`src/rtl/doorbell_regs.sv`:
```
module doorbell_regs #(
  parameter int AW          = 12,
  parameter int DW          = 32,
  parameter logic [AW-1:0] OFF_DESC_A = 12'h028,
  parameter logic [AW-1:0] OFF_DESC_B = 12'h02C,
  parameter logic [AW-1:0] OFF_CTRL   = 12'h04C,
  parameter logic [AW-1:0] OFF_STAT   = 12'h050,
  parameter logic [AW-1:0] OFF_SWSET  = 12'h1F0,
  parameter logic [AW-1:0] OFF_SWCLR  = 12'h1F4,
  parameter int RAISE_BIT   = 29,
  parameter int LOWER_BIT   = 16,
  parameter int FIXED_BIT   = 17
) (
  input  logic          clk,
  input  logic          rst_n,
  input  logic [AW-1:0] bus_addr,
  input  logic          bus_wr,
  input  logic [DW-1:0] bus_wdata,
  input  logic          bus_rd,
  output logic [DW-1:0] bus_rdata,
  output logic          irq_o
);
  localparam logic [DW-1:0] FIXED_MASK = DW'(1) << FIXED_BIT;

  logic [DW-1:0] desc_a, desc_b, ctrl_w, stat_w, sw_w;

  logic sel_a, sel_b, sel_c, sel_s, sel_set, sel_clr, hit;
  assign sel_a   = bus_addr == OFF_DESC_A;
  assign sel_b   = bus_addr == OFF_DESC_B;
  assign sel_c   = bus_addr == OFF_CTRL;
  assign sel_s   = bus_addr == OFF_STAT;
  assign sel_set = bus_addr == OFF_SWSET;
  assign sel_clr = bus_addr == OFF_SWCLR;
  assign hit     = sel_a | sel_b | sel_c | sel_s | sel_set | sel_clr;

  logic raise, lower;
  assign raise = bus_wr & ((sel_b & bus_wdata[RAISE_BIT]) | sel_set);
  assign lower = bus_wr & ((sel_c & bus_wdata[LOWER_BIT]) |
                           (sel_s & (bus_wdata[LOWER_BIT] | bus_wdata[RAISE_BIT])) |
                           sel_clr);

  always_ff @(posedge clk or negedge rst_n) begin
    if (!rst_n) begin
      desc_a <= '0;
      desc_b <= '0;
      ctrl_w <= '0;
      stat_w <= '0;
      sw_w   <= '0;
      irq_o  <= 1'b0;
    end else begin
      if (bus_wr) begin
        if (sel_a)   desc_a <= bus_wdata;
        if (sel_b)   desc_b <= bus_wdata;
        if (sel_c)   ctrl_w <= bus_wdata;
        if (sel_s)   stat_w <= bus_wdata;
        if (sel_set) sw_w   <= sw_w | bus_wdata;
        if (sel_clr) sw_w   <= sw_w & ~bus_wdata;
      end
      if (raise)      irq_o <= 1'b1;
      else if (lower) irq_o <= 1'b0;
    end
  end

  logic [DW-1:0] rmux;
  always_comb begin
    rmux = '0;
    if (sel_a)             rmux = desc_a;
    if (sel_b)             rmux = desc_b;
    if (sel_c)             rmux = ctrl_w | FIXED_MASK;
    if (sel_s)             rmux = stat_w;
    if (sel_set | sel_clr) rmux = sw_w;
  end
  assign bus_rdata = bus_rd ? rmux : '0;

  p_descb_raise_r3: assert property (@(posedge clk) disable iff (!rst_n)
    (bus_wr && bus_addr == OFF_DESC_B && bus_wdata[RAISE_BIT]) |=> irq_o);
  p_ctrl_lower_r4: assert property (@(posedge clk) disable iff (!rst_n)
    (bus_wr && bus_addr == OFF_CTRL && bus_wdata[LOWER_BIT]) |=> !irq_o);
  p_ctrl_fixed_r4: assert property (@(posedge clk) disable iff (!rst_n)
    (bus_rd && bus_addr == OFF_CTRL) |-> bus_rdata[FIXED_BIT]);
  p_stat_lower_r5: assert property (@(posedge clk) disable iff (!rst_n)
    (bus_wr && bus_addr == OFF_STAT && (bus_wdata[LOWER_BIT] || bus_wdata[RAISE_BIT])) |=> !irq_o);
  p_swset_raise_r6: assert property (@(posedge clk) disable iff (!rst_n)
    (bus_wr && bus_addr == OFF_SWSET) |=> irq_o);
  p_swclr_lower_r7: assert property (@(posedge clk) disable iff (!rst_n)
    (bus_wr && bus_addr == OFF_SWCLR) |=> !irq_o);
  p_unmapped_zero_r8: assert property (@(posedge clk) disable iff (!rst_n)
    (!bus_rd || !hit) |-> (bus_rdata == '0));
  p_irq_hold_r9: assert property (@(posedge clk) disable iff (!rst_n)
    (!bus_wr || !hit || sel_a) |=> $stable(irq_o));
endmodule

```
`config.mk`:
```
export PLATFORM = sky130hd
export DESIGN_NAME = doorbell_regs
export DESIGN_NICKNAME = d
export VERILOG_FILES = /design/src/rtl/doorbell_regs.sv
export SDC_FILE = /design/constraint.sdc
export NUM_CORES = 1
export LEC_CHECK = 0
export BUFFER_PORTS_ARGS = -buffer_cell sky130_fd_sc_hd__buf_2
export CAP_MARGIN = 20
export CORE_UTILIZATION = 50
export CTS_CLUSTER_SIZE = 30
export DETAILED_ROUTE_END_ITERATION = 8
export HOLD_SLACK_MARGIN = 0.1
export PLACE_DENSITY = 0.69
export SLEW_MARGIN = 10
export SYNTH_ARGS = -nofsm -noshare
export SYNTH_HDL_FRONTEND = slang
export SYNTH_SLANG_ARGS = --single-unit
```
`constraint.sdc`:
```
create_clock -name clk -period 4.2 [get_ports clk]
set_input_delay 0.84 -clock clk [delete_from_list [all_inputs] [get_ports clk]]
set_output_delay 0.84 -clock clk [all_outputs]
set_load 0.05 [all_outputs]
```
[Word-level counts from Yosys, hierarchy flattened]
Cells that the tools add are included.
Storage, ports and cells
  memories kept: 0
  output and inout bits: 33
  bits in writable memories: 0
  flip-flop bits (word level): 161
  word-level logic and storage cells: 42
  input bits: 48
  latch bits: 0
  ROM bits: 0
Operators by class
  shifts and indexed selects: 0
  muxes and demuxes: 10
  $add $sub $neg: 0
  eq/ne operators: 6
  multiply operators: 0
  bitwise gates (word level): 13
  order comparisons: 0
  reductions and logical operators: 7
  divide/modulo/power cells: 0
Operators with widths (number)
  $mux W32: 8
  $and A32 B32 Y32: 1
  $not A32 Y32: 1
  $or A32 B32 Y32: 1
  $eq A12 B6 Y1 const B: 2
  $eq A12 B7 Y1 const B: 2
  $eq A12 B9 Y1 const B: 2
  $reduce_and A2 Y1: 5
  $and A1 B1 Y1: 5
  $or A1 B1 Y1: 5
  $reduce_bool A2 Y1: 2
  $mux W1: 2

[Depth between registers and ports, before layout]
  depth in word-level cells: 7
  depth in mapped cells: 8
  gate-level depth less buffers: 4

[Least setup slack after synthesis]
Ideal clock, no wire load.
  kind: input port to output port
  from: input bus_addr[2]
  to: output bus_rdata[22]
  data arrival time: 2977 ps
  stages on the path: 7
  setup slack: 383 ps
  data required time: 3360 ps
  path buffers: 3
  path through: clkbuf_1 -> or3b_1 -> clkbuf_1 -> nor2_1 -> clkbuf_1 -> o311ai_0 -> a21oi_1
Between the ends
  word-level cells in the longest chain between the ends: 7
  elaborated cells between the ends (all ways): 13
  classes of those cells: eq/ne: 6; mux: 6; bitwise: 1
Ends and longest elaborated chain
  start: declaration: RTL line 16  | input logic [AW-1:0] bus_addr,
  $eq A12 B6 Y1: RTL line 28  | assign sel_a = bus_addr == OFF_DESC_A;
  $mux W32: RTL line 67  | if (sel_a) rmux = desc_a;
  $mux W32: RTL line 68  | if (sel_b) rmux = desc_b;
  $mux W32: RTL line 69  | if (sel_c) rmux = ctrl_w | FIXED_MASK;
  $mux W32: RTL line 70  | if (sel_s) rmux = stat_w;
  $mux W32 *: RTL line 71  | if (sel_set | sel_clr) rmux = sw_w;
  $mux W32 *: RTL line 73  | assign bus_rdata = bus_rd ? rmux : '0;
  end: declaration: RTL line 20  | output logic [DW-1:0] bus_rdata,
Mark *: on every way between the ends. The rest lies on a longest branch, timed or not.

[Worst setup path in the final report]
  from: input bus_addr[7]
  to: output bus_rdata[0]
Same word-level chain as after synthesis.

==> impl_metrics.yaml <==
clocking:
  cts_tree: "done"
  postCtsResizedCells: 0
  cts.sinks: 160
  insertion_delay_ns: 0.43
  post_cts_buffers: 0
  cts.path.max_buffers: 2
  cts_made_buffers: 17
  ctsHoldBuffers: 0
  root_buffer: "clkbuf_16"
  htreeDepth: 4
  clk_pin_slew_ns: 0.06
yosys:
  synth_common_cells: "dfrtp_1, a21oi_1, mux2_2"
  syn_area_um2: 7709
  seq_area_frac_synth_pct: 51.94
  syn_inst: 672
  synth_edf_count: 0
  yosys_warnings: 0
  synth_top_area_share_pct: 51.94
  ys_ff_latch: 160
  synthArstFlopShare_pct: 100.0
  synth_nets: 720
  yosysMostFrequentCell: "dfrtp_1"
  synthTopCellsByArea: "dfrtp_1, mux2_2, mux2_4, a21oi_1, nor3_1"
  yosys_most_used_dff: "dfrtp_1"
  synth_cell_types: 36
  yosys.area.top_type: "dfrtp_1"
  syn_avg_cell_area_um2: 11.47
worst_setup_path:
  cp.required_ns: 3.36
  slowest_delay_ns: 0.56
  crit_chain: "buf_2, or4b_1, or2_1, o21ai_0, a32o_1, buf_2"
  worstSetupPathType: "input port to output pin"
  critPathLaunchType: "input port"
  endpoint_kind: "output pin"
  crit_top_cell: "buf_2"
  reg2reg_from: "irq_o"
  r2r_cells: 3
  r2r-end: "irq_o"
  r2r_setup_slack_ns: 3.29
  crit_slowest_cell: "or2_1"
  arrival_ns: 2.88
  path_max_fanout: 21
  startpoint: "bus_addr[7]"
global_route:
  grt_pass1_vias: 6102
  track_usage_pct: 27.65
  grt_first_pass_wirelength_mm: 33.48
  antenna_found_initial: 0
  grt_start_max_net_pins: 107
  gr-total-overflow: 0
pwr:
  p_leak_nw: 4.340
  vdd_ir_drop_max_v: 0.0003183
  p_per_area_nw_per_um2: 360.2
  power_mw: 3.217
floorplan:
  die-area_um2: 15920
  die_x_um: 126.2
  die_h_um: 126.2
  ios: 81
  initial_utilization_pct: 50.90
  core_um2: 15150
  num_rows: 45
sta:
  hold_viol: 0
  setup_viol: 0
  fin_crit_ns: 3.720
  rsz0062_at_grt: "false"
  fin_skew_ns: 0
  relSlewSlack_pct: 30.92
  setup_ws_ns: 0.4798
  slew_violations: 0
  timing.final.crit_share_pct: 88.58
  fmax_ghz: 0.2688
  fin_setup_tns_ns: 0
  worst_slew_pin_slew_ns: 1.036
routing:
  drt-wirelength-per-cell_um: 21.85
  drt_wl_total_mm: 20.65
  avgViaCountPerCell: 6.247
  first_pass_iters: 5
  vias: 5903
  drc: 0
  drt_iter0_drc: 523
  drtAntennaViolNets: 0
final_layout:
  multi_input_area_um2: 3430
  synthToLayoutAreaGrowth_pct: 15.86
  fin_area_um2: 8931
  nNetsFinal: 793
  final_core_util_pct: 58.97
  drive_gt1_share_pct: 33.16
  diodes: 0
  fill_cells: 1221
  seq_area_um2: 4004
placement:
  globalplace.congestion: 0.8100
  dp_hpwl_mm: 12.55
  place_ws_ns: 0.4897
  port_buffers: 80
  place_area_um2: 8367
flow_run:
  maxCapViolations: 0
worst_hold_path:
  hold_path.class: "input port to async pin"
status:
  outcome: "complete, no violations"
==> routing by layer <==
layer	GRT usage (%)	routed length [um]	vias up	share of wire, %
met1	35.63	8749	3014	42
met3	4.800	1247	37	6.0
met5	0	0	-	0
met2	45.86	10200	235	49
li1	-	-	2617	-
met4	12.33	452	0	2.2
==> area by class of cell <==
cell class | count | area share [%]
multi-input cells | 442 | 38.40
clock buffers | 21 | 5.043
inverters | 17 | 0.7145
clock inverters | 10 | 1.275
well taps | 188 | 2.634
repair buffers | 107 | 7.103
flip-flops and latches | 160 | 44.83
==> metrics by stage <==
stage | cells | hold WS (ns)
after floorplan | 672 | 0.4574
after global placement | 914 | 0.4659
after detailed placement | 914 | 0.4740
after CTS | 945 | 0.4870
after global routing | 945 | 0.4909
final | 945 | 0.4796
==> layout by cell type, fill, tap and decap left out, types with 15 or more instances in the layout <==
cell type	instances
a32o_1	19
buf_4	25
clkbuf_16	17
a21oi_1	77
mux2_4	30
dfrtp_1	160
inv_1	17
nor3_1	64
buf_2	79
nand2_1	26
o21ai_0	51
mux2_2	77
or3_1	15
mux2i_1	32
==> critical path: cells and delay by family <==
| kind | cells | cell delay (ns) |
|---|---|---|
| simple gates | 2 | 1.09 |
| buf+inv | 2 | 0.38 |
| compound gates | 2 | 0.57 |
==> report_power, final <==
part | total, mW | switching, mW | internal [mW]
clock | 1.50 | 0.617 | 0.883
combinational | 0.164 | 0.119 | 0.0449
sequential | 1.55 | 0.00380 | 1.55
total | 3.22 | 0.740 | 2.48
==> logic make-up (layout without fill, tap and decap cells) <==
group | Yosys count | after routing | share of synthesized area [%]
DFF | 160 | 160 | 51.94
AOI/OAI and AO/OA | 163 | 163 | 12.58
and+or+nand+nor | 133 | 133 | 9.284
muxes | 146 | 146 | 22.27
buffers and inverters | 70 | 155 | 3.928
==> how the worst max path moves through the flow <==
stage                          to  slack [ns]  cells past startpoint
floorplan           bus_rdata[22]        0.38                      7
global placement     bus_rdata[7]        0.56                      6
detailed placement   bus_rdata[0]        0.49                      6
CTS                  bus_rdata[0]        0.47                      6
global route         bus_rdata[0]        0.40                      6
finish               bus_rdata[0]        0.48                      6
(Power assumes the default switching activity.)
